===== src/rtl/mbist_pkg.sv =====
package mbist_pkg;

  localparam int PC_W      = 5;
  localparam int ROM_DEPTH = 1 << PC_W;

  // Field order from MSB: loop, up, down, write-back, invert, compare, write, reload, stop
  typedef struct packed {
    logic branch;
    logic inc;
    logic dec;
    logic xr;
    logic inv;
    logic cmp;
    logic wr;
    logic clr;
    logic tend;
  } uword_t;

  function automatic uword_t prog_word(input int idx);
    uword_t w;
    w = '0;
    case (idx)
      0:  w.clr = 1'b1;
      1:  w.wr = 1'b1;
      2:  begin w.branch = 1'b1; w.inc = 1'b1; end
      3:  w.clr = 1'b1;
      4:  begin w.cmp = 1'b1; w.xr = 1'b1; end
      5:  begin w.branch = 1'b1; w.inc = 1'b1; end
      6:  w.clr = 1'b1;
      7:  begin w.cmp = 1'b1; w.xr = 1'b1; w.inv = 1'b1; end
      8:  begin w.branch = 1'b1; w.inc = 1'b1; end
      9:  begin w.clr = 1'b1; w.dec = 1'b1; end
      10: begin w.cmp = 1'b1; w.xr = 1'b1; end
      11: begin w.branch = 1'b1; w.dec = 1'b1; end
      12: begin w.clr = 1'b1; w.dec = 1'b1; end
      13: begin w.cmp = 1'b1; w.xr = 1'b1; w.inv = 1'b1; end
      14: begin w.branch = 1'b1; w.dec = 1'b1; end
      15: w.clr = 1'b1;
      16: w.cmp = 1'b1;
      17: begin w.branch = 1'b1; w.inc = 1'b1; end
      default: w.tend = 1'b1;
    endcase
    return w;
  endfunction

endpackage


===== src/rtl/mbist_rom.sv =====
module mbist_rom
  import mbist_pkg::*;
(
  input  logic [PC_W-1:0] pc_i,
  output uword_t          word_o
);

  uword_t rom_mem [ROM_DEPTH];

  for (genvar i = 0; i < ROM_DEPTH; i++) begin : g_rom
    assign rom_mem[i] = prog_word(i);
  end

  assign word_o = rom_mem[pc_i];

endmodule


===== src/rtl/mbist_addr_ctr.sv =====
module mbist_addr_ctr #(
  parameter int ADDR_W = 10
) (
  input  logic              clk,
  input  logic              rst,
  input  logic              load,
  input  logic              load_top,
  input  logic              step,
  input  logic              step_down,
  output logic [ADDR_W-1:0] addr_o,
  output logic              at_top,
  output logic              at_bot
);

  localparam logic [ADDR_W-1:0] MAX = '1;
  localparam logic [ADDR_W-1:0] ONE = {{(ADDR_W-1){1'b0}}, 1'b1};

  logic [ADDR_W-1:0] addr_q;

  always_ff @(posedge clk) begin
    if (rst) begin
      addr_q <= '0;
    end else if (load) begin
      addr_q <= load_top ? MAX : '0;
    end else if (step) begin
      if (step_down && addr_q != '0)
        addr_q <= addr_q - ONE;
      else if (!step_down && addr_q != MAX)
        addr_q <= addr_q + ONE;
    end
  end

  assign addr_o = addr_q;
  assign at_top = (addr_q == MAX);
  assign at_bot = (addr_q == '0);

  // outside a reload the address moves by exactly one
  a_r3_unit_step: assert property (@(posedge clk) disable iff (rst)
    (!$past(load) && addr_q != $past(addr_q)) |->
      ((addr_q - $past(addr_q)) == ONE || ($past(addr_q) - addr_q) == ONE));

  // counting up at the maximum holds the address
  a_r3_no_wrap: assert property (@(posedge clk) disable iff (rst)
    (step && !step_down && !load && addr_q == MAX) |=> (addr_q == MAX));

endmodule


===== src/rtl/mbist_cmp.sv =====
module mbist_cmp #(
  parameter int DATA_W = 32
) (
  input  logic              clk,
  input  logic              rst,
  input  logic              clear,
  input  logic              req,
  input  logic              cmp_en,
  input  logic [DATA_W-1:0] exp_i,
  input  logic [DATA_W-1:0] rdata_i,
  output logic              busy_o,
  output logic              fail_o
);

  logic              v0, v1, fail_q;
  logic [DATA_W-1:0] e0, e1;

  always_ff @(posedge clk) begin
    if (rst) begin
      v0 <= 1'b0; v1 <= 1'b0; e0 <= '0; e1 <= '0; fail_q <= 1'b0;
    end else begin
      v0 <= req && cmp_en;
      e0 <= exp_i;
      v1 <= v0;
      e1 <= e0;
      if (clear)
        fail_q <= 1'b0;
      else if (v1 && rdata_i != e1)
        fail_q <= 1'b1;
    end
  end

  assign busy_o = v0 || v1;
  assign fail_o = fail_q;

  // a latched failure persists until cleared
  a_r6_sticky: assert property (@(posedge clk) disable iff (rst)
    (fail_q && !clear) |=> fail_q);

  // failure only rises when a compare was due
  a_r6_cause: assert property (@(posedge clk) disable iff (rst)
    $rose(fail_q) |-> $past(v1));

endmodule


===== src/rtl/mbist_useq.sv =====
module mbist_useq
  import mbist_pkg::*;
#(
  parameter int                ADDR_W     = 10,
  parameter int                DATA_W     = 32,
  parameter logic [DATA_W-1:0] BACKGROUND = {(DATA_W/2){2'b01}}
) (
  input  logic              clk,
  input  logic              rst,
  input  logic              start_i,
  output logic [ADDR_W-1:0] ram_addr_o,
  output logic [DATA_W-1:0] ram_wdata_o,
  output logic              ram_we_o,
  output logic              ram_re_o,
  input  logic [DATA_W-1:0] ram_rdata_i,
  output logic              done_o,
  output logic              pass_o,
  output logic              fail_o
);

  typedef enum logic [1:0] {S_IDLE, S_RUN, S_WB, S_FIN} state_t;

  state_t            state;
  logic [PC_W-1:0]   pc_q;
  uword_t            uw;
  logic [ADDR_W-1:0] ctr_addr, addr_q;
  logic [DATA_W-1:0] wdata_q, wb_data, pat;
  logic              we_q, re_q, done_q, pass_q;
  logic              at_top, at_bot, run, lim, ctr_load, branch_back, rd_req;
  logic              cmp_busy, fail_w, clear;

  mbist_rom u_rom (.pc_i(pc_q), .word_o(uw));

  always_comb begin
    run         = (state == S_RUN) && !uw.tend;
    pat         = uw.inv ? ~BACKGROUND : BACKGROUND;
    lim         = uw.inc ? at_top : (uw.dec ? at_bot : 1'b1);
    ctr_load    = run && uw.clr;
    branch_back = run && !uw.clr && uw.branch && !lim;
    rd_req      = run && !uw.clr && !uw.branch && !uw.wr;
    clear       = (state == S_IDLE) && start_i;
  end

  mbist_addr_ctr #(.ADDR_W(ADDR_W)) u_ctr (
    .clk(clk), .rst(rst), .load(ctr_load), .load_top(uw.dec),
    .step(branch_back), .step_down(!uw.inc),
    .addr_o(ctr_addr), .at_top(at_top), .at_bot(at_bot)
  );

  mbist_cmp #(.DATA_W(DATA_W)) u_cmp (
    .clk(clk), .rst(rst), .clear(clear), .req(rd_req), .cmp_en(uw.cmp),
    .exp_i(pat), .rdata_i(ram_rdata_i), .busy_o(cmp_busy), .fail_o(fail_w)
  );

  always_ff @(posedge clk) begin
    if (rst) begin
      state   <= S_IDLE;
      pc_q    <= '0;
      we_q    <= 1'b0;
      re_q    <= 1'b0;
      addr_q  <= '0;
      wdata_q <= '0;
      wb_data <= '0;
      done_q  <= 1'b0;
      pass_q  <= 1'b0;
    end else begin
      we_q <= 1'b0;
      re_q <= 1'b0;
      case (state)
        S_IDLE: if (start_i) begin
          state  <= S_RUN;
          pc_q   <= '0;
          done_q <= 1'b0;
          pass_q <= 1'b0;
        end
        S_RUN: begin
          if (uw.tend) begin
            state <= S_FIN;
          end else if (uw.clr || uw.branch) begin
            pc_q <= branch_back ? pc_q - 1'b1 : pc_q + 1'b1;
          end else if (uw.wr) begin
            we_q    <= 1'b1;
            addr_q  <= ctr_addr;
            wdata_q <= pat;
            pc_q    <= pc_q + 1'b1;
          end else begin
            re_q   <= 1'b1;
            addr_q <= ctr_addr;
            if (uw.xr) begin
              state   <= S_WB;
              wb_data <= ~pat;
            end else begin
              pc_q <= pc_q + 1'b1;
            end
          end
        end
        S_WB: begin
          we_q    <= 1'b1;
          wdata_q <= wb_data;
          pc_q    <= pc_q + 1'b1;
          state   <= S_RUN;
        end
        S_FIN: if (!cmp_busy) begin
          done_q <= 1'b1;
          pass_q <= !fail_w;
          state  <= S_IDLE;
        end
        default: state <= S_IDLE;
      endcase
    end
  end

  assign ram_addr_o  = addr_q;
  assign ram_wdata_o = wdata_q;
  assign ram_we_o    = we_q;
  assign ram_re_o    = re_q;
  assign done_o      = done_q;
  assign pass_o      = pass_q;
  assign fail_o      = fail_w;

  // one RAM operation per cycle
  a_r5_one_op: assert property (@(posedge clk) disable iff (rst)
    !(ram_we_o && ram_re_o));

  // verdicts never contradict
  a_r7_exclusive: assert property (@(posedge clk) disable iff (rst)
    !(pass_o && fail_o));

endmodule


===== config.mk =====
export PLATFORM = sky130hd
export DESIGN_NAME = mbist_useq
export DESIGN_NICKNAME = d
export VERILOG_FILES = /design/src/rtl/mbist_pkg.sv /design/src/rtl/mbist_rom.sv /design/src/rtl/mbist_addr_ctr.sv /design/src/rtl/mbist_cmp.sv /design/src/rtl/mbist_useq.sv
export SDC_FILE = /design/constraint.sdc
export NUM_CORES = 1
export LEC_CHECK = 0
export CAP_MARGIN = 20
export CORE_MARGIN = 2
export CORE_UTILIZATION = 60
export CTS_CLUSTER_DIAMETER = 200
export DETAILED_ROUTE_END_ITERATION = 10
export DONT_BUFFER_PORTS = 1
export GPL_TIMING_DRIVEN = 0
export PLACE_DENSITY = 0.76
export SLEW_MARGIN = 10
export SYNTH_ARGS = -nofsm -noshare
export SYNTH_HDL_FRONTEND = slang
export SYNTH_SLANG_ARGS = --single-unit

===== constraint.sdc =====
create_clock -name clk -period 3.26 [get_ports clk]
set_input_delay 0.163 -clock clk [delete_from_list [all_inputs] [get_ports clk]]
set_output_delay 0.163 -clock clk [all_outputs]
set_load 0.005 [all_outputs]

; ---- Yosys cells after proc, flatten, opt, wreduce, memory -nomap -nowiden
; Memory sizes are Yosys's and may differ from the RTL's.
; Cells that the tools add are included.
; W data, S select, Z words.
[classes]
n_bitwise = 6
multipliers = 0
n_div = 0
reduce_logical = 38
add_sub_neg = 4
shift = 0
n_eq_ne = 15
n_lt_le_gt_ge = 1
n_mux = 38
[ops]
columns = operator, count
row1 = $mux W32, 4
row2 = $pmux W32 S2, 1
row3 = $mux W10, 5
row4 = $ne A32 B32 Y1, 1
row5 = $not A32 Y32, 1
row6 = $mux W5, 6
row7 = $mux W9, 2
row8 = $pmux W5 S3, 1
row9 = $logic_and A1 B1 Y1, 12
row10 = $mux W2, 6
row11 = $add A10 B1 Y10 const B, 1
row12 = $eq A10 B10 Y1 const B, 1
row13 = $logic_not A10 Y1, 1
row14 = $ne A10 B10 Y1 const B, 1
row15 = $ne A2 B2 Y1 const B, 5
row16 = $reduce_and A5 Y1, 2
row17 = $reduce_bool A10 Y1, 1
row18 = $sub A10 B1 Y10 const B, 1
row19 = $mux W1, 9
row20 = $pmux W2 S4, 1
row21 = $reduce_and A4 Y1, 2
row22 = $logic_not A1 Y1, 7
row23 = $ge A6 B6 Y1 const B, 1
row24 = $ne A3 B3 Y1 const B, 2
row25 = other kinds (17), 28
[totals]
word_cells = 118
ff_bits = 162
n_memories = 1
latch_bits = 0
rom_bits = 288
output_inout_bits = 47
mem_bits_rw = 0
[memory_table]
columns = memory, depth, word_bits, read_ports, rd_ports_with_merged_regs, write_ports, line
row1 = (name not given), 32, 9, 1, 0, 0, mbist_rom.sv:14  ; assign word_o = rom_mem[pc_i];

; ---- Longest topological paths before layout
; Gate-level depths: netlist of run 1.
[logic_depth]
depth_word = 13
ltp_mapped = 14
ltp_nobuf = 13

; ---- By module
; Synthesis of run 1 repeated with hierarchy kept, for this count alone.
[unflattened]
cells_unflattened = 525
area_unflattened_um2 = 4919.7
[modules_own_cells]
columns = mod, seq_area_each_um2, area_each_um2, cells_per_inst, instances
row1 = mbist_cmp, 1341.3, 2169.6, 188, 1
row2 = mbist_useq, 500.5, 1556.5, 194, 1
row3 = mbist_addr_ctr, 200.2, 905.9, 104, 1
row4 = mbist_rom, 0.0, 287.8, 39, 1

; ---- Worst setup path before layout of run 1
; OpenSTA, ideal clock, no wires.
[synth_timing]
path_kind = reg2reg
startpoint = reg pc_q[1]
endpoint = reg u_ctr.addr_q[6], in the netlist u_ctr.addr_o[6]
synth_period_minus_slack_ps = 2881
arrival_ps = 2736
stages_incl_launch_ff = 14
setup_slack_ps = 379
required_time_ps = 3115
path_cell_list = dfxtp_1 inv_1 ha_1 and4bb_1 a31oi_4 nand3_1 xnor2_1 ha_1 and3_1 nand3_1 a31o_2 a221oi_1 xnor2_1 a21oi_1
[synth_between]
elab_chain_len = 11
[synth_rtl]
columns = element, line
row1 = "start, declared", mbist_useq.sv:24  ; logic [PC_W-1:0] pc_q;
row2 = "start signal, assigned", mbist_useq.sv:80  ; pc_q <= branch_back ? pc_q - 1'b1 : pc_q + 1'b1;
row3 = "start signal, assigned", mbist_useq.sv:85  ; pc_q <= pc_q + 1'b1;
row4 = "start signal, assigned", mbist_useq.sv:93  ; pc_q <= pc_q + 1'b1;
row5 = $not A5 Y6 (implied by the code) (*), mbist_rom.sv:14
row6 = $mem_v2 Z32 W9 (*), n/a
row7 = $mux W9 (implied by the code) (*) (2 in series), mbist_rom.sv:14
row8 = $logic_not A1 Y1, mbist_useq.sv:35  ; run = (state == S_RUN) && !uw.tend;
row9 = $logic_and A1 B1 Y1, mbist_useq.sv:35
row10 = $logic_and A1 B1 Y1 (3 in series), mbist_useq.sv:39  ; branch_back = run && !uw.clr && uw.branch && !lim;
row11 = $reduce_bool A2 Y1 (no source line), n/a
row12 = $reduce_and A2 Y1 (no source line), n/a
row13 = "end signal, assigned", mbist_addr_ctr.sv:24  ; addr_q <= load_top ? MAX : '0;
row14 = "end signal, assigned", mbist_addr_ctr.sv:27  ; addr_q <= addr_q - ONE;
row15 = "end signal, assigned", mbist_addr_ctr.sv:29  ; addr_q <= addr_q + ONE;
row16 = "end, declared", mbist_addr_ctr.sv:18  ; logic [ADDR_W-1:0] addr_q;
; Mark *: on every way between the ends. The rest lies on a longest branch, timed or not. The select of a mux whose other input is x is not followed.
; A chain may end at the register's enable or synchronous reset.

; ---- Worst setup path in the final report of run 1
[layout_timing]
startpoint = reg pc_q[0]
endpoint = reg u_ctr.addr_q[6], in the netlist u_ctr.addr_o[6]
; The elaborated chain is that of the path after synthesis.

==> results of run 1 <==
-- how the worst max path moves through the flow --
stage	start	end	slack, ps	depth (start not counted)
floorplan	pc_q[1]	u_ctr.addr_o[6]	380	13
global placement	pc_q[1]	u_ctr.addr_o[6]	-50	13
detailed placement	pc_q[1]	u_ctr.addr_o[6]	-160	13
CTS	pc_q[1]	u_ctr.addr_o[6]	40	13
global route	u_ctr.addr_o[2]	u_ctr.addr_o[6]	4	12
finish	pc_q[0]	u_ctr.addr_o[6]	170	14
-- layer usage --
| metal | vias to the layer above | wire length (um) | global-route usage |
|---|---|---|---|
| li1 | 1339 | - | - |
| met3 | 9 | 571 | 0.0361 |
| met4 | 0 | 81 | 0.0635 |
| met1 | 1266 | 3260 | 0.348 |
| met5 | - | 0 | 0 |
| met2 | 131 | 3350 | 0.420 |
-- power by group --
part	switching (mW)	total, mW	internal [mW]
sequential	0.0847	0.671	0.586
clock	0.177	0.321	0.144
combinational	0.575	0.984	0.408
total	0.838	1.98	1.14
-- layout make-up --
type,count,area share
multi-input cells,269,0.570
flip-flops and latches,42,0.264
plain buffers,51,0.102
well taps,67,0.0261
clock buffers,5,0.0214
inverters,8,0.00936
repair buffers,2,0.00468
clock inverters,2,0.00312
-- registers in the layout, indices dropped and copies added (netlist names) --
name,count
wb_data,2
pc_q,5
ram_addr_o,10
ram_wdata_o,2
ram_we_o,1
u_cmp.fail_o,1
pass_o,1
u_cmp.v1,1
ram_re_o,1
state,2
u_ctr.addr_o,10
u_cmp.e0,2
u_cmp.v0,1
done_o,1
u_cmp.e1,2
-- cell usage after synthesis (3+ instances only) --
| library cell | n |
|---|---|
| o22ai_1 | 3 |
| nor2_1 | 42 |
| clkbuf_1 | 13 |
| o21ai_0 | 6 |
| mux2i_1 | 20 |
| a21o_1 | 4 |
| dfxtp_1 | 42 |
| nor2b_1 | 5 |
| a21oi_1 | 18 |
| and3_1 | 5 |
| nor3_1 | 20 |
| xor2_1 | 4 |
| a211oi_1 | 3 |
| buf_2 | 3 |
| a31oi_1 | 9 |
| or4_1 | 4 |
| ha_1 | 12 |
| nand3_1 | 19 |
| or3_1 | 4 |
| nand4_1 | 9 |
| buf_4 | 33 |
| xnor2_1 | 8 |
| a31o_2 | 3 |
| nor3b_1 | 3 |
| inv_1 | 8 |
| nand3b_1 | 4 |
| nand2b_1 | 7 |
| nand2_1 | 15 |
| nor4_1 | 7 |
-- repair_timing --
item / in CTS / in global routing
setup buffers: 0 / 2
resized for setup: 3 / 5
setup endpoints to repair: 1 / 2
-- logic make-up after synthesis --
family / Yosys count / synth area share
and+or+nand+nor: 150 / 0.258
AOI/OAI and AO/OA: 71 / 0.176
buffers and inverters: 59 / 0.119
DFF: 42 / 0.280
muxes: 24 / 0.0818
xor gates and xnor gates: 12 / 0.0350
adders and majority gates: 12 / 0.0501
-- worst max-delay path: cells and delay by family (launching register included) --
family	cells	cell delay, ps
simple gates	4	740
compound gates	3	610
fa+ha+maj	2	490
flops	1	380
buf+inv	2	340
xor+xnor	2	290
mux	1	100
==> metrics.log, run 1 <==
INFO  metric outcome = complete, no violations
INFO  metric ys.flop_type = dfxtp_1
INFO  metric area_taken_by_flip_flops_and_latches = 846 sq um
INFO  metric finalCriticalPeriod = 3090 ps
INFO  metric layout.cells.most_common = nor2_1
INFO  metric synth_cells = 370
INFO  metric clk_latency = 290 ps
INFO  metric share_of_the_synthesized_area_in_the_top_cell_type = 0.280
INFO  metric finish.cell_count_without_fillers = between 400 and 500
INFO  metric synth_edf_count = 0
INFO  metric synth-warning-count = 0
INFO  metric route.vias.total = about 2.7k
INFO  metric number_of_buffers_added_on_ports = 0
INFO  metric global_route_wire_length_before_repair = 10900 um
INFO  metric vdd_ir_drop_max = ~360 uV
INFO  metric setup_slack = 167 ps
INFO  metric final_min_period_over_clock_period = 0.949
INFO  metric ctsLongestPathBuffers = 2
INFO  metric synth_seq_area_share = 0.280
INFO  metric finalCoreUtilization = 0.671
INFO  metric detailedPlace.worstSlack = -158 ps
INFO  metric num_antenna_cells = 0
INFO  metric syn-mean-instance-area = between 8 and 9 sq um
INFO  metric die_w = 74.7 um
INFO  metric timing.critical_path.required = roughly 3400 ps
INFO  metric place_inst = roughly 440
INFO  metric dp_hpwl = between 5000 and 6000 um
INFO  metric core_area = about 0.0048 sq mm
INFO  metric dieArea = about 0.0056 sq mm
INFO  metric worst-endpoint-arrival = between 3000 and 4000 ps
INFO  metric drt_drc_violations_left = 0
INFO  metric setup-tns-final = 0 ps
INFO  metric report.final.setup_viol = 0
INFO  metric clock_tree.htree_level_count = 2
INFO  metric postSynth.asyncResetShare = 0
INFO  metric worst-setup-path-type = register to register
INFO  metric hold_depth = 2
INFO  metric fin_hold_ws = between 90 and 100 ps
INFO  metric route.detailed.wl_per_inst = between 15 and 20 um
INFO  metric num_io_pins = about 80
INFO  metric detail_route.vias_per_cell = 6.15
INFO  metric grt.total_usage = 0.253
INFO  metric grt_pass1_vias = about 2.3k
INFO  metric syn_nets = between 400 and 500
INFO  metric max_clock_freq = 323 MHz
INFO  metric hold_end = u_cmp.fail_o
INFO  metric dr.pass1.iters = 4
INFO  metric r2r-end = u_ctr.addr_o[6]
INFO  metric placement_rows = 25
INFO  metric hold_viol = 0
INFO  metric hold_path.startpoint = start_i
INFO  metric cts-root-buf = clkbuf_8
INFO  metric power.total = just under 2 mW
INFO  metric n_fill_cell = 410
INFO  metric finalWirelength = 7260 um
INFO  metric clock-skew-final = 5.40 ps
INFO  metric drive_gt1_frac = 0.166
INFO  metric synth.ff_latch_count = 42
INFO  metric drt_iter0_drc = 138
INFO  metric ant_nets = 0
INFO  metric layout.cell_area.non_filler = 0.00321 sq mm
INFO  metric static-leakage-power = ~1.3 nW
INFO  metric path_max_fanout = 9
INFO  metric reg2reg_slack = about 170 ps
INFO  metric rsz0062_at_grt = false
INFO  metric reg2reg_depth = 14
INFO  metric reg2reg_from = pc_q[0]
INFO  metric holdBufCountCts = 0
INFO  metric grt_start_max_net_pins = 18
INFO  metric synth_area_leaders = dfxtp_1 (28%), buf_4 (8.3%), mux2i_1 (6.7%)
INFO  metric end_kind = register
INFO  metric tritoncts_clock_tree = yes
INFO  metric netlist_area_before_placement = between 0.002 and 0.003 sq mm
INFO  metric critical-path-slowest-cell = dfxtp_4
INFO  metric antenna_found_initial = 0
INFO  metric area_growth_syn_to_layout = 7.01%
INFO  metric die_h = 74.7 um
INFO  metric slew_headroom = 0.481
INFO  metric grt_remaining_overflow = 0
INFO  metric report.final.slew_viol_count = 0
INFO  metric layout.cells.most_common_list = nor2_1 (42), dfxtp_1 (40), buf_4 (35)
INFO  metric power.density_cell_area = 616 mW/mm^2
INFO  metric clkSlewWorstSetupHoldPaths = approximately 80 ps
INFO  metric gp_routability_congestion = 0.917
INFO  metric hold_class = input pin to register
INFO  metric multi_input_area = between 0.0015 and 0.002 sq mm
INFO  metric initial_core_util = 0.627
INFO  metric timing.critical_path.from_type = register
INFO  metric cts_buffers = 5
INFO  metric synth.largest_area_cell = dfxtp_1
INFO  metric postPlaceCellArea = 0.00308 sq mm
INFO  metric synthDistinctLibCells = between 50 and 60
INFO  metric timing.critical_path.cells = inv_1, ha_2, mux2i_1, or3_1, buf_2, nand3_2, xnor2_1, ha_2, and3_1, nand3_1, a31o_2, a221oi_4, xnor2_1, a21oi_1
INFO  metric worst_margin_slew = 777 ps
INFO  metric critPathMaxStageDelay = roughly 380 ps
INFO  metric clkSinkCount = 42
INFO  metric cap_violations = 0
INFO  metric final_net_count = approximately 430
(Power assumes the default switching activity.)
==> run 2, diff against run 1 <==
- ABC_AREA: not set -> 1
==> run 2 against run 1 <==
  * Fmax grew 17%
  * Final area is 1.0% lower
  * Non-clock buffer count down 11
  * Routed wire length is 1.6% lower
  * Setup slack improved by 450 ps
  * Register-to-register slack improved by 450 ps
  * Clock power about the same
  * First-iteration DRC count rose by 89%
  * Critical path type unchanged
  * Critical endpoint is now u_ctr.addr_o[8]
  * Largest cell class unchanged
==> metrics.log, run 2 <==
INFO  metric timing.critical_path.from_type = register (unchanged)
INFO  metric layout.cells.most_common = nand2_1 (was nor2_1)
INFO  metric reg2reg_slack = 610 ps (was 170 ps)
INFO  metric dr.pass1.iters = 5 (was 4)
INFO  metric clkSinkCount = 42 (unchanged)
INFO  metric timing.critical_path.cells = inv_1, ha_1, inv_1, nand2_1, nand2_1, nor2_1, nor2_4, nand2_4, nand2_1, nand2_1, inv_1, ha_1, inv_1, a21oi_2, nand2_1, nand2_1, nand2_1, nand2_1, nand2_1, nand3_1, a21oi_1 (was inv_1, ha_2, mux2i_1, or3_1, buf_2, nand3_2, xnor2_1, ha_2, and3_1, nand3_1, a31o_2, a221oi_4, xnor2_1, a21oi_1)
INFO  metric critPathMostFrequentCell = nand2_1
INFO  metric cap_violations = 0 (unchanged)
INFO  metric rsz0062_at_grt = false (unchanged)
INFO  metric synthDistinctLibCells = 35 (was 57)
INFO  metric static-leakage-power = 1.46 nW (was 1.29 nW)
INFO  metric synth_edf_count = 0 (unchanged)
INFO  metric drt_drc_violations_left = 0 (unchanged)
INFO  metric crit_path_start = pc_q[0] (unchanged)
INFO  metric final_min_period_over_clock_period = 0.812 (was 0.949)
INFO  metric post_cts.repair.setup_buffers = 0 (unchanged)
INFO  metric cts-root-buf = clkbuf_8 (unchanged)
INFO  metric worst_margin_slew = 652 ps (was 777 ps)
INFO  metric synth_seq_area_share = 0.279 (was 0.280)
INFO  metric path_max_fanout = 10 (was 9)
INFO  metric route.vias.total = 2955 (was 2745)
INFO  metric outcome = complete, no violations (unchanged)
INFO  metric cts_buffers = 5 (unchanged)
INFO  metric synth.largest_area_cell = dfxtp_1 (unchanged)
INFO  metric grt_start_max_net_pins = 18 (unchanged)
INFO  metric worst-setup-path-type = register to register (unchanged)
INFO  metric drive_gt1_frac = 0.135 (was 0.166)
INFO  metric worst-endpoint-arrival = 2830 ps (was 3230 ps)
INFO  metric synth.ff_latch_count = 42 (unchanged)
INFO  metric dieArea = 0.00561 sq mm (was 0.00558 sq mm)
INFO  metric report.final.slew_viol_count = 0 (unchanged)
INFO  metric number_of_buffers_added_on_ports = 0 (unchanged)
INFO  metric critical-path-slowest-cell = dfxtp_1 (was dfxtp_4)
INFO  metric placement_rows = 25 (unchanged)
INFO  metric setup-tns-final = 0 ps (unchanged)
INFO  metric hold_viol = 0 (unchanged)
INFO  metric initial_core_util = 0.630 (was 0.627)
INFO  metric synth_area_leaders = dfxtp_1 (28%), nand2_1 (11%), inv_1 (7.8%) (was dfxtp_1 (28%), buf_4 (8.3%), mux2i_1 (6.7%))
INFO  metric finalCriticalPeriod = 2650 ps (was 3090 ps)
INFO  metric detail_route.vias_per_cell = 5.46 (was 6.15)
INFO  metric report.final.setup_viol = 0 (unchanged)
INFO  metric power.density_cell_area = 735 mW/mm^2 (was 616 mW/mm^2)
INFO  metric clock_tree.htree_level_count = 2 (unchanged)
INFO  metric drt_iter0_drc = 261 (was 138)
INFO  metric layout.cells.most_common_list = nand2_1 (88), inv_1 (63), nor2_1 (47) (was nor2_1 (42), dfxtp_1 (40), buf_4 (35))
INFO  metric num_io_pins = 82 (unchanged)
INFO  metric clock-skew-final = 8.69 ps (was 5.40 ps)
INFO  metric global_route_wire_length_before_repair = 11400 um (was 10900 um)
INFO  metric timing.critical_path.required = 3440 ps (was 3400 ps)
INFO  metric route.detailed.wl_per_inst = 13.2 um (was 16.3 um)
INFO  metric grt.total_usage = 0.261 (was 0.253)
INFO  metric critPathMaxStageDelay = 450 ps (was 380 ps)
INFO  metric die_h = 74.9 um (was 74.7 um)
INFO  metric ctsLongestPathBuffers = 2 (unchanged)
INFO  metric antenna_found_initial = 0 (unchanged)
INFO  metric final_net_count = 521 (was 426)
INFO  metric vdd_ir_drop_max = 627 uV (was 356 uV)
INFO  metric synth_cells = 467 (was 370)
INFO  metric grt_pass1_vias = 2484 (was 2306)
INFO  metric synth-warning-count = 0 (unchanged)
INFO  metric reg2reg_from = pc_q[0] (unchanged)
INFO  metric dp_hpwl = 5560 um (was 5380 um)
INFO  metric die_w = 74.9 um (was 74.7 um)
INFO  metric cts.repair.resized = 0 (was 3)
INFO  metric syn_nets = 514 (was 417)
INFO  metric ys.flop_type = dfxtp_1 (unchanged)
INFO  metric area_growth_syn_to_layout = 5.40% (was 7.01%)
INFO  metric max_clock_freq = 378 MHz (was 323 MHz)
INFO  metric holdBufCountCts = 0 (unchanged)
INFO  metric clk_latency = 290 ps (about the same)
INFO  metric gp_routability_congestion = 0.967 (was 0.917)
INFO  metric synth_most_common_cell = nand2_1
INFO  metric num_antenna_cells = 0 (unchanged)
INFO  metric postSynth.asyncResetShare = 0 (unchanged)
INFO  metric core_area = 0.00479 sq mm (unchanged)
INFO  metric ys_top_cells_by_count = nand2_1 (88), inv_1 (63), nor2_1 (47) (was dfxtp_1 (42), nor2_1 (42), buf_4 (33))
INFO  metric slew_headroom = 0.560 (was 0.481)
INFO  metric clkSlewWorstSetupHoldPaths = 80 ps (about the same)
INFO  metric netlist_area_before_placement = 0.00301 sq mm (was 0.00300 sq mm)
INFO  metric share_of_the_synthesized_area_in_the_top_cell_type = 0.279 (was 0.280)
INFO  metric hold_class = input pin to register (unchanged)
INFO  metric syn-mean-instance-area = 6.45 sq um (was 8.11 sq um)
INFO  metric hold_path.startpoint = start_i (unchanged)
INFO  metric end_kind = register (unchanged)
INFO  metric tritoncts_clock_tree = yes (unchanged)
INFO  metric finalWirelength = 7150 um (was 7260 um)
INFO  metric grt_remaining_overflow = 0 (unchanged)
INFO  metric ant_nets = 0 (unchanged)
INFO  metric fin_hold_ws = 36.8 ps (was 95.8 ps)
[run 2: cell type report]
class | count | area (sq um)
Sequential cell | 42 | 841
Clock inverter | 2 | 10.0
Clock buffer | 5 | 68.8
Multi-Input combinational cell | 316 | 1630
Buffer | 42 | 294
Fill cell | 460 | 1610
Inverter | 67 | 251
Tap cell | 67 | 83.8
[run 2: power by group]
part	leakage (nW)	switching, mW	internal (mW)	total [mW]
Combinational	1.08	0.843	0.493	1.34
Clock	0.0438	0.174	0.144	0.318
Sequential	0.342	0.103	0.580	0.683
[run 2: worst max-delay path: cells and delay by family, from the launching register on]
kind	cells	cell delay (ps)
AOI/OAI and AO/OA	2	240
adders and majority gates	2	370
buffers and inverters	4	400
and+or+nand+nor	13	1090
DFF	1	450
[run 2: worst paths after layout]
kind | end | cells after the start
max | u_ctr.addr_o[8] | 21
min | u_cmp.fail_o | 3
max reg2reg | u_ctr.addr_o[8] | 21
min reg2reg | u_cmp.e1[29] | 2
[run 2: metal layers]
metal,global-route usage,vias to the layer above,wire (um)
li1,-,1505,-
met1,0.365,1304,3280
met2,0.427,142,3190
met3,0.0455,4,651
met4,0.0496,0,30
met5,0,-,0
[run 2: kinds of logic (layout without fill, tap and decap cells)]
family | Yosys count | count (layout) | synth area share
and+or+nand+nor | 201 | 201 | 0.298
buffers and inverters | 109 | 116 | 0.181
AOI/OAI and AO/OA | 99 | 99 | 0.180
DFF | 42 | 42 | 0.279
adders and majority gates | 12 | 12 | 0.0498
xor gates and xnor gates | 4 | 4 | 0.0116
[run 2: stage by stage]
stage / instances / total power [mW] / worst slack, ps / instance area, sq um / utilization
floorplan: 467 / 1.75 / 1040 / 3010 / -
global placement: 534 / 1.97 / 691 / 3100 / 0.647
detailed placement: 534 / 2.00 / 653 / 3100 / 0.647
CTS: 541 / 2.32 / 649 / 3180 / 0.664
global route: 541 / 2.57 / 322 / 3180 / 0.664
finish: 541 / 2.34 / 614 / 3180 / 0.664
==> run 3, diff against run 2 <==
- ABC_AREA: 1 -> 0
- CORE_UTILIZATION: 60 -> 58
- clock period: 3.26 -> 2.2 ns (I/O delays scaled with it)
==> run 3 against run 2 <==
  * Final area increased by 20%
  * Clock power grew 92%
  * Fmax is 5.3% lower
  * Non-clock buffer count grew 37
  * Global-route usage up 0.20 points
  * The run now ends with negative setup slack left
  * Largest cell class unchanged
  * Combinational power up 45%
  * Largest power group unchanged
  * First-iteration DRC count shrank 23%
  * Register-to-register slack got worse by 1200 ps
==> metrics.log, run 3 (synthesis results as in run 1) <==
INFO  metric outcome = finished, violations left (was complete, no violations)
INFO  metric failed_checks = negative setup slack
INFO  metric gp_routability_congestion = 0.901 (was 0.967)
INFO  metric grt_pass1_vias = 2666 (was 2484)
INFO  metric end_kind = register (unchanged)
INFO  metric core_area = 0.00504 sq mm (was 0.00479 sq mm)
INFO  metric clock-skew-final = 7.96 ps (was 8.69 ps)
INFO  metric report.final.setup_viol = 16 (was 0)
INFO  metric ctsLongestPathBuffers = 2 (unchanged)
INFO  metric drt_iter0_drc = 200 (was 261)
INFO  metric worst-setup-path-type = register to register (unchanged)
INFO  metric reg2reg_depth = 14 (was 21)
INFO  metric grt_start_max_net_pins = 18 (unchanged)
INFO  metric drive_gt1_frac = 0.320 (was 0.135)
INFO  metric ant_nets = 0 (unchanged)
INFO  metric cts-root-buf = clkbuf_8 (unchanged)
INFO  metric die_w = 75.9 um (was 74.9 um)
INFO  metric cts_buffers = 5 (unchanged)
INFO  metric power.total = 3.62 mW (was 2.34 mW)
INFO  metric route.vias.total = 2928 (was 2955)
INFO  metric dp_hpwl = 5220 um (was 5560 um)
INFO  metric reg2reg_from = pc_q[1] (was pc_q[0])
INFO  metric worstSetupPathDepth = 14 (was 21)
INFO  metric clkSinkCount = 42 (unchanged)
INFO  metric gate_family_responsible_for_the_most_delay_along_the_worst_path = simple AND/OR/NAND/NOR gates (unchanged)
INFO  metric critPathMaxStageDelay = 370 ps (was 450 ps)
INFO  metric timing.critical_path.required = 2430 ps (was 3440 ps)
INFO  metric clkSlewWorstSetupHoldPaths = 80 ps (about the same)
INFO  metric setup_slack = -594 ps (was 614 ps)
INFO  metric report.final.slew_viol_count = 0 (unchanged)
INFO  metric global_route_wire_length_before_repair = 12400 um (was 11400 um)
INFO  metric layout.cells.most_common_list = buf_4 (56), nor2_1 (41), dfxtp_1 (38) (was nand2_1 (88), inv_1 (63), nor2_1 (47))
INFO  metric initial_core_util = 0.595 (was 0.630)
INFO  metric vdd_ir_drop_max = 1100 uV (was 627 uV)
INFO  metric finalCriticalPeriod = 2790 ps (was 2650 ps)
INFO  metric dieArea = 0.00576 sq mm (was 0.00561 sq mm)
INFO  metric number_of_buffers_added_on_ports = 0 (unchanged)
INFO  metric max_clock_freq = 358 MHz (was 378 MHz)
INFO  metric final_net_count = 452 (was 521)
INFO  metric grt_remaining_overflow = 0 (unchanged)
INFO  metric path_max_fanout = 4 (was 10)
INFO  metric cap_violations = 0 (unchanged)
INFO  metric crit_path_start = pc_q[1] (was pc_q[0])
INFO  metric slew_headroom = 0.572 (was 0.560)
INFO  metric holdBufCountCts = 0 (unchanged)
INFO  metric area_growth_syn_to_layout = 26.6% (was 5.40%)
INFO  metric placement_rows = 26 (was 25)
INFO  metric hold_viol = 0 (unchanged)
INFO  metric fin_hold_ws = 30.7 ps (was 36.8 ps)
INFO  metric rsz0062_at_grt = true (was false)
INFO  metric final_min_period_over_clock_period = 1.27 (was 0.812)
INFO  metric tritoncts_clock_tree = yes (unchanged)
INFO  metric layout.cells.most_common = buf_4 (was nand2_1)
INFO  metric num_io_pins = 82 (unchanged)
INFO  metric clock_tree.htree_level_count = 2 (unchanged)
INFO  metric detail_route.vias_per_cell = 6.15 (was 5.46)
INFO  metric detailedPlace.worstSlack = -739 ps (was 653 ps)
INFO  metric r2r-end = u_ctr.addr_o[8] (unchanged)
INFO  metric die_h = 75.9 um (was 74.9 um)
INFO  metric worst_margin_slew = 642 ps (was 652 ps)
INFO  metric worst-endpoint-arrival = 3020 ps (was 2830 ps)
INFO  metric route.detailed.wl_per_inst = 17.4 um (was 13.2 um)
INFO  metric critical-path-slowest-cell = dfxtp_4 (was dfxtp_1)
INFO  metric hold_class = input pin to register (unchanged)
INFO  metric drt_drc_violations_left = 0 (unchanged)
INFO  metric timing.critical_path.cells = inv_4, ha_4, and4bb_2, a31oi_4, nand3_4, xnor2_2, ha_2, buf_4, inv_1, o211ai_1, nand4b_1, o31a_1, or3_1, a31oi_1 (was inv_1, ha_1, inv_1, nand2_1, nand2_1, nor2_1, nor2_4, nand2_4, nand2_1, nand2_1, inv_1, ha_1, inv_1, a21oi_2, nand2_1, nand2_1, nand2_1, nand2_1, nand2_1, nand3_1, a21oi_1)
INFO  metric reg2reg_slack = -590 ps (was 610 ps)
INFO  metric static-leakage-power = 1.54 nW (was 1.46 nW)
INFO  metric power.density_cell_area = 954 mW/mm^2 (was 735 mW/mm^2)
INFO  metric finalCoreUtilization = 0.753 (was 0.664)
INFO  metric antenna_found_initial = 0 (unchanged)
INFO  metric worst-path-buf-inv = 3 (was 4)
INFO  metric finalWirelength = 8290 um (was 7150 um)
INFO  metric hold_path.startpoint = start_i (unchanged)
INFO  metric dr.pass1.iters = 6 (was 5)
INFO  metric timing.critical_path.from_type = register (unchanged)
INFO  metric clk_latency = 300 ps (was 290 ps)
INFO  metric grt.total_usage = 0.263 (was 0.261)
INFO  metric cp_endpoint = u_ctr.addr_o[8] (unchanged)
INFO  metric num_antenna_cells = 0 (unchanged)
-- run 3: cell count changes in the layout (fill, tap and decap cells not counted), moves of 9 or more --
| cell | before | now |
|---|---|---|
| buf_4 | 31 | 56 |
| nand3_1 | 31 | 15 |
| nand2_1 | 88 | 15 |
| mux2i_1 | 0 | 19 |
| inv_1 | 63 | 6 |
| o21ai_0 | 37 | 6 |
| a21oi_1 | 37 | 16 |
| nor3_1 | 8 | 17 |
-- run 3: what timing repair did --
| action | in CTS | in global routing |
|---|---|---|
| resized for setup | 34 | 29 |
| setup endpoints to repair | 32 | 30 |
| gates cloned | 1 | 0 |
| pin swaps | 20 | 25 |
| buffers inserted | 20 | 11 |
-- run 3: stage by stage --
step                area [sq um]  TNS [ps]  instances
finish                      3800     -4300        476
global route                3800     -5630        476
CTS                         3580     -4380        469
detailed placement          3140    -10410        440
global placement            3140     -9830        440
floorplan                   3050     -1470        370
-- run 3: cell type report --
class | instances | area (sq um)
multi-input combinational | 269 | 2110
fill | 380 | 1240
sequential | 42 | 851
buffer | 47 | 330
timing repair buffer | 32 | 275
tap | 70 | 87.6
clock buffer | 6 | 72.6
clock inverter | 2 | 36.3
inverter | 8 | 35.0
-- run 3: layer usage --
metal | global-route usage | vias to the layer above | wire length, um
met2 | 0.467 | 133 | 4160
met1 | 0.317 | 1377 | 3360
met4 | 0.0964 | 0 | 212
met3 | 0.0476 | 22 | 562
li1 | - | 1396 | -
met5 | 0 | - | 0
-- run 3: worst min-delay path by stage --
stage / to / depth (start not counted)
after floorplan: u_cmp.fail_o / 2
after global placement: u_cmp.fail_o / 2
after detailed placement: u_cmp.fail_o / 2
after CTS: u_cmp.fail_o / 2
after global routing: u_cmp.fail_o / 2
final: u_cmp.fail_o / 2
-- run 3: report_power, final --
group	switching [mW]	internal (mW)	total (mW)	leakage (nW)
sequential	0.200	0.870	1.07	0.344
combinational	1.04	0.898	1.94	1.14
clock	0.270	0.340	0.610	0.0557
